**src/rtl/ppsmon_pkg.sv**
```systemverilog
package ppsmon_pkg;
  // Width of the seconds field carried by every stamp.
  localparam int SEC_W_DEF = 32;
  // Default count of synchroniser flops on the pulse input.
  localparam int SYNC_FLOPS = 2;
endpackage

```
**src/rtl/pps_edge_sync.sv**
```systemverilog
module pps_edge_sync #(
  parameter int STAGES = ppsmon_pkg::SYNC_FLOPS
) (
  input  logic clk,
  input  logic rst_n,
  input  logic pps_raw,
  output logic pps_rise
);
  // chain[STAGES-1:0] is the synchroniser, chain[STAGES] the edge delay.
  logic [STAGES:0] chain;

  always_ff @(posedge clk or negedge rst_n) begin
    if (!rst_n) chain <= '0;
    else        chain <= {chain[STAGES-1:0], pps_raw};
  end

  assign pps_rise = chain[STAGES-1] & ~chain[STAGES];


  single_edge_chk: assert property (@(posedge clk) disable iff (!rst_n)
    pps_rise |=> !pps_rise);
endmodule

```
**src/rtl/stamp_counter.sv**
```systemverilog
module stamp_counter #(
  parameter int SMP_PER_SEC = 12800,
  parameter int SEC_W = ppsmon_pkg::SEC_W_DEF,
  localparam int IDX_W = $clog2(SMP_PER_SEC)
) (
  input  logic             clk,
  input  logic             rst_n,
  input  logic             start,
  input  logic [SEC_W-1:0] seed_sec,
  input  logic             running,
  input  logic             tick,
  output logic             stamp_valid,
  output logic [SEC_W-1:0] stamp_sec,
  output logic [IDX_W-1:0] stamp_idx
);
  localparam logic [IDX_W-1:0] LAST = IDX_W'(SMP_PER_SEC - 1);

  logic [IDX_W-1:0] idx;
  logic [SEC_W-1:0] sec;

  always_ff @(posedge clk or negedge rst_n) begin
    if (!rst_n) begin
      idx <= '0;
      sec <= '0;
      stamp_valid <= 1'b0;
      stamp_sec <= '0;
      stamp_idx <= '0;
    end else begin
      stamp_valid <= 1'b0;
      if (start) begin
        idx <= '0;
        sec <= seed_sec;
      end else if (running && tick) begin
        stamp_valid <= 1'b1;
        stamp_sec <= sec;
        stamp_idx <= idx;
        if (idx == LAST) begin
          idx <= '0;
          sec <= sec + 1'b1;
        end else begin
          idx <= idx + 1'b1;
        end
      end
    end
  end


  idx_range_chk: assert property (@(posedge clk) disable iff (!rst_n)
    stamp_valid |-> (stamp_idx <= LAST));

  stamp_from_tick_chk: assert property (@(posedge clk) disable iff (!rst_n)
    stamp_valid |-> $past(tick && running));
endmodule

```
**src/rtl/phase_monitor.sv**
```systemverilog
module phase_monitor #(
  parameter int CLK_PER_SEC = 10_000_000,
  parameter int TOL_CYC = 2,
  parameter int LOCK_SECS = 4,
  parameter int TIMEOUT_SECS = 30,
  localparam int PHW = $clog2(CLK_PER_SEC) + 1
) (
  input  logic                  clk,
  input  logic                  rst_n,
  input  logic                  start,
  input  logic                  running,
  input  logic                  edge_in,
  output logic signed [PHW-1:0] phase_err,
  output logic                  locked,
  output logic                  pps_missing,
  output logic                  timed_out
);
  localparam int CW = $clog2(CLK_PER_SEC);
  localparam int GW = $clog2(CLK_PER_SEC + TOL_CYC + 2);
  localparam int LW = $clog2(LOCK_SECS + 1);
  localparam int TW = $clog2(TIMEOUT_SECS + 1);
  localparam logic [CW-1:0] LASTC = CW'(CLK_PER_SEC - 1);
  localparam logic [CW-1:0] HALF = CW'(CLK_PER_SEC / 2);
  localparam logic [GW-1:0] MISS_AT = GW'(CLK_PER_SEC + TOL_CYC);
  localparam logic [GW-1:0] GMAX = GW'(CLK_PER_SEC + TOL_CYC + 1);
  localparam logic signed [PHW-1:0] TOL_S = PHW'(TOL_CYC);
  localparam logic [LW-1:0] LFULL = LW'(LOCK_SECS);
  localparam logic [TW-1:0] TFULL = TW'(TIMEOUT_SECS);

  logic [CW-1:0] cyc, cyc_nxt;
  logic [GW-1:0] gap;
  logic [LW-1:0] run_cnt;
  logic [TW-1:0] secs;
  logic ever_locked;
  logic signed [PHW-1:0] err;
  logic [PHW-1:0] ext;
  logic in_win;

  always_comb begin
    cyc_nxt = (cyc == LASTC) ? '0 : cyc + 1'b1;
    ext = {1'b0, cyc_nxt};
    if (cyc_nxt > HALF) err = $signed(ext - PHW'(CLK_PER_SEC));
    else                err = $signed(ext);
    in_win = (err <= TOL_S) && (err >= -TOL_S);
  end

  always_ff @(posedge clk or negedge rst_n) begin
    if (!rst_n) begin
      cyc <= '0;
      gap <= '0;
      run_cnt <= '0;
      secs <= '0;
      ever_locked <= 1'b0;
      locked <= 1'b0;
      phase_err <= '0;
      pps_missing <= 1'b0;
      timed_out <= 1'b0;
    end else if (start) begin
      cyc <= '0;
      gap <= GW'(1);
      run_cnt <= '0;
      secs <= '0;
      ever_locked <= 1'b0;
      locked <= 1'b0;
      phase_err <= '0;
    end else if (running) begin
      cyc <= cyc_nxt;
      if (cyc == LASTC) begin
        if (secs != TFULL) secs <= secs + 1'b1;
        if (!ever_locked && (int'(secs) + 1 >= TIMEOUT_SECS)) timed_out <= 1'b1;
      end
      if (edge_in) begin
        gap <= GW'(1);
        phase_err <= err;
        if (in_win) begin
          if (run_cnt != LFULL) run_cnt <= run_cnt + 1'b1;
          if (int'(run_cnt) + 1 >= LOCK_SECS) begin
            locked <= 1'b1;
            ever_locked <= 1'b1;
          end
        end else begin
          run_cnt <= '0;
          locked <= 1'b0;
        end
      end else begin
        if (gap != GMAX) gap <= gap + 1'b1;
        if (gap == MISS_AT) begin
          pps_missing <= 1'b1;
          run_cnt <= '0;
          locked <= 1'b0;
        end
      end
    end
  end


  lock_on_edge_chk: assert property (@(posedge clk) disable iff (!rst_n)
    $rose(locked) |-> $past(edge_in));

  lock_window_chk: assert property (@(posedge clk) disable iff (!rst_n)
    locked |-> ((phase_err <= TOL_S) && (phase_err >= -TOL_S)));

  miss_sticky_chk: assert property (@(posedge clk) disable iff (!rst_n)
    $past(pps_missing) |-> pps_missing);

  miss_drops_lock_chk: assert property (@(posedge clk) disable iff (!rst_n)
    $rose(pps_missing) |-> !locked);

  tmo_without_lock_chk: assert property (@(posedge clk) disable iff (!rst_n)
    $rose(timed_out) |-> !$past(ever_locked));

  tmo_sticky_chk: assert property (@(posedge clk) disable iff (!rst_n)
    $past(timed_out) |-> timed_out);
endmodule

```
**src/rtl/pps_timebase.sv**
```systemverilog
module pps_timebase #(
  parameter int CLK_PER_SEC = 10_000_000,
  parameter int SMP_PER_SEC = 12800,
  parameter int TOL_CYC = 2,
  parameter int LOCK_SECS = 4,
  parameter int TIMEOUT_SECS = 30,
  parameter int SEC_W = ppsmon_pkg::SEC_W_DEF,
  localparam int IDX_W = $clog2(SMP_PER_SEC),
  localparam int PHW = $clog2(CLK_PER_SEC) + 1
) (
  input  logic                  clk,
  input  logic                  rst_n,
  input  logic                  pps_in,
  input  logic                  smp_tick,
  input  logic                  ld_valid,
  output logic                  ld_ready,
  input  logic [SEC_W-1:0]      ld_sec,
  output logic                  synced,
  output logic                  stamp_valid,
  output logic [SEC_W-1:0]      stamp_sec,
  output logic [IDX_W-1:0]      stamp_idx,
  output logic signed [PHW-1:0] phase_err,
  output logic                  locked,
  output logic                  pps_missing,
  output logic                  timed_out
);
  logic pps_rise, first_edge, later_edge, ld_take;
  logic [SEC_W-1:0] pend_sec, seed;

  pps_edge_sync #(.STAGES(ppsmon_pkg::SYNC_FLOPS)) u_sync (
    .clk(clk), .rst_n(rst_n), .pps_raw(pps_in), .pps_rise(pps_rise));

  assign ld_ready   = ~synced;
  assign ld_take    = ld_valid & ld_ready;
  assign first_edge = pps_rise & ~synced;
  assign later_edge = pps_rise & synced;
  assign seed       = ld_take ? ld_sec : pend_sec;

  always_ff @(posedge clk or negedge rst_n) begin
    if (!rst_n) begin
      synced <= 1'b0;
      pend_sec <= '0;
    end else begin
      if (first_edge) synced <= 1'b1;
      if (ld_take) pend_sec <= ld_sec;
    end
  end

  stamp_counter #(.SMP_PER_SEC(SMP_PER_SEC), .SEC_W(SEC_W)) u_stamp (
    .clk(clk), .rst_n(rst_n), .start(first_edge), .seed_sec(seed),
    .running(synced), .tick(smp_tick), .stamp_valid(stamp_valid),
    .stamp_sec(stamp_sec), .stamp_idx(stamp_idx));

  phase_monitor #(.CLK_PER_SEC(CLK_PER_SEC), .TOL_CYC(TOL_CYC),
    .LOCK_SECS(LOCK_SECS), .TIMEOUT_SECS(TIMEOUT_SECS)) u_phase (
    .clk(clk), .rst_n(rst_n), .start(first_edge), .running(synced),
    .edge_in(later_edge), .phase_err(phase_err), .locked(locked),
    .pps_missing(pps_missing), .timed_out(timed_out));


  sync_once_chk: assert property (@(posedge clk) disable iff (!rst_n)
    $past(synced) |-> synced);

  no_stamp_unsynced_chk: assert property (@(posedge clk) disable iff (!rst_n)
    !$past(synced) |-> !stamp_valid);
endmodule

```
**config.mk**
```make
export PLATFORM = sky130hd
export DESIGN_NAME = pps_timebase
export DESIGN_NICKNAME = d
export VERILOG_FILES = /design/src/rtl/ppsmon_pkg.sv /design/src/rtl/pps_edge_sync.sv /design/src/rtl/stamp_counter.sv /design/src/rtl/phase_monitor.sv /design/src/rtl/pps_timebase.sv
export SDC_FILE = /design/constraint.sdc
export NUM_CORES = 1
export LEC_CHECK = 0
export CORE_UTILIZATION = 60
export CTS_BUF_LIST = sky130_fd_sc_hd__clkbuf_16
export DETAILED_ROUTE_END_ITERATION = 8
export PLACE_DENSITY = 0.86
export SLEW_MARGIN = 20
export SYNTH_ARGS = -nofsm -noshare
export SYNTH_HDL_FRONTEND = slang
export SYNTH_SLANG_ARGS = --single-unit
```
**constraint.sdc**
```tcl
create_clock -name clk -period 7.85 [get_ports clk]
set_input_delay 0.785 -clock clk [delete_from_list [all_inputs] [get_ports clk]]
set_output_delay 0.785 -clock clk [all_outputs]
set_load 0.05 [all_outputs]
```
==> reports/metrics.yaml <==
yosys_register_bits: 214
r2r_cells: 19
synth.top_cell.area_share_pct: 48.2
clkTransAtPathRegs_ps: 60
syn_area_per_cell_um2: 8.92
grt_use_met2_pct: 50.6
drive_gt1_share_pct: 6.61
dpl.hpwl_um: 20400
synth_area_leader_cell: "dfrtp_1"
synth_most_common_cell: "nand2_1"
worst_pin_slew_ps: 866
ctsRootBufferMaster: "clkbuf_16"
gp_congestion: 0.989
final-hold-violation-count: 0
htree_levels: 1
slew_headroom_pct: 41.8
fillers: 1319
min_path_type: "primary input to async pin"
start_util_pct: 61.6
arrival_ps: 6370
ant_nets: 0
synth_ff_type: "dfrtp_1"
first_pass_iters: 5
wl_per_cell_um: 19.1
rows: 49
io_pins: 114
ys_top_cells_by_count: "nand2_1, dfrtp_1, nor2_1, o21ai_0, nand3_1"
cts_buffers: 23
fp.dieH_um: 138
max_freq_ghz: 0.169
cp-start-kind: "register"
max_cap_violations: 0
cts_sinks: 214
worst_ir_drop_vdd_uv: 225
initialDrtViolationCount: 1042
grt_usage_pct: 31.9
grt_max_degree: 106
fin_util_pct: 72.6
grt_pass1_wl_um: 49400
critPathKind: "register to register"
finalCritPeriodShare_pct: 75.4
die_x_um: 138
cts_max_path_buffers: 3
period_minus_slack_ps: 5920
reg2reg_from: "u_phase.cyc[4]"
cts_post_setup_buffers_inserted: 0
p_leak_nw: 5.67
top_usage_layer: "met2"
fin_hold_ws_ps: 324
setup_viol: 0
grt_overflow: 0
met1_usage_pct: 45.7
syn_to_final_growth_pct: 17.8
synth-async-reset-ratio_pct: 100
grt_pass1_vias: 9369
cp-startpoint: "u_phase.cyc[4]"
holdBufCountCts: 0
crit_path_end_kind: "register"
syn_area_mm2: 0.0111
synth_nets: 1294
core_mm2: 0.0180
synth_cell_types: 64
cts_tree: "yes"
ys_warn_count: 0
drc: 0
outcome: "finished clean"
syn_inst: 1245
skew_ps: 15.4
antenna_found_initial: 0
synth-edff-count: 0
fin_nets: 1381
diodes: 0
report.final.slew_viol_count: 0
finalPower_mw: 3.18
required_ps: 8300
dr_total_vias: 9710
cellPowerDensity_mw_per_mm2: 243
path_max_fanout: 20
wirelength_um: 30100
clk-insertion-delay-late_ps: 530
fin_setup_tns_ps: 0
rsz0062_at_grt: "false"
ys_seq_area_share_pct: 48.2
vias_per_cell: 6.17
io_buffers: 113
grtUsageMet3_pct: 5.75
synth.area.top_cells: "dfrtp_1, nand2_1, xor2_1, o21ai_0, xnor2_1"
dieArea_mm2: 0.0191
cts_resized: 0
-- worst max-delay path, cell delays in order, from the launching register on --
cell and delay, ps:
dfrtp_1 570, nand4_1 490, nor2_1 590, xnor2_1 270
nor2_1 140, inv_1 170, ha_1 170, nand2_1 40
or4_1 410, or4_1 400, or4_1 550, nand3_1 140
o21a_1 590, a211oi_1 140, xnor2_1 200, nor4_1 330
nand4_1 180, a21oi_2 200, o21ai_1 110, a21oi_2 140
-- final cells by class --
class	instances	area, um^2	share of cell area [%]
clock inverters	16	130	0.995
clock buffers	23	576	4.40
inverters	28	105	0.803
multi-input cells	936	5380	41.1
flip-flops and latches	214	5360	40.9
repair buffers	129	1250	9.59
well taps	229	287	2.19
-- registers in the layout, summed over array words and instances, names as in the netlist --
name / cells
pend_sec: 32
synced: 1
u_phase.cyc: 24
u_phase.ever_locked: 1
u_phase.gap: 24
u_phase.locked: 1
u_phase.phase_err: 25
u_phase.pps_missing: 1
u_phase.run_cnt: 3
u_phase.secs: 5
u_phase.timed_out: 1
u_stamp.idx: 14
u_stamp.sec: 32
u_stamp.stamp_idx: 14
u_stamp.stamp_sec: 32
u_stamp.stamp_valid: 1
u_sync.chain: 3
-- cells in the final DEF, fill, tap and decap left out, types with 43 or more instances in the layout --
| cell | synthesis | routed |
|---|---|---|
| a21oi_1 | 43 | 43 |
| clkdlybuf4s50_1 | 0 | 112 |
| dfrtp_1 | 214 | 214 |
| nand2_1 | 273 | 272 |
| nand3_1 | 65 | 65 |
| nor2_1 | 99 | 97 |
| o21ai_0 | 92 | 92 |
| xnor2_1 | 43 | 43 |
| xor2_1 | 54 | 54 |
-- layer usage --
| metal | vias up | wire [um] |
|---|---|---|
| li1 | 4464 | - |
| met1 | 4757 | 13000 |
| met2 | 435 | 14000 |
| met3 | 54 | 2550 |
| met4 | 0 | 491 |
| met5 | - | 0 |
-- power by group --
group	total, mW	switching [mW]	internal (mW)
clock network	1.05	0.449	0.597
logic	0.707	0.451	0.256
registers	1.42	0.159	1.26
total	3.18	1.06	2.12
-- path summary, 6_finish.rpt --
path | endpoint | slack (ps)
max | u_phase.run_cnt[2] | 1930
min | u_phase.phase_err[18] | 320
max reg2reg | u_phase.run_cnt[2] | 1930
min reg2reg | u_sync.chain[1] | 350
max in group asynchronous | pend_sec[15] | 6290
min in group clk | u_sync.chain[1] | 350
-- logic make-up (layout without fill, tap and decap cells) --
| kind of cell | Yosys count | count (layout) | synth area share [%] |
|---|---|---|---|
| simple gates | 562 | 562 | 22.8 |
| mux | 36 | 36 | 3.62 |
| xor+xnor | 97 | 97 | 7.65 |
| compound gates | 228 | 228 | 12.8 |
| flops | 214 | 214 | 48.2 |
| fa+ha+maj | 13 | 13 | 1.44 |
| buf+inv | 95 | 196 | 3.48 |
-- per-stage QoR --
| stage | cells | setup slack (ps) | area [um^2] |
|---|---|---|---|
| floorplan | 1245 | 2660 | 11100 |
| global placement | 1536 | 2130 | 12400 |
| detailed placement | 1536 | 2030 | 12400 |
| CTS | 1575 | 1990 | 13100 |
| global route | 1575 | 1470 | 13100 |
| finish | 1575 | 1930 | 13100 |
Power figures use the tool's default switching activity.
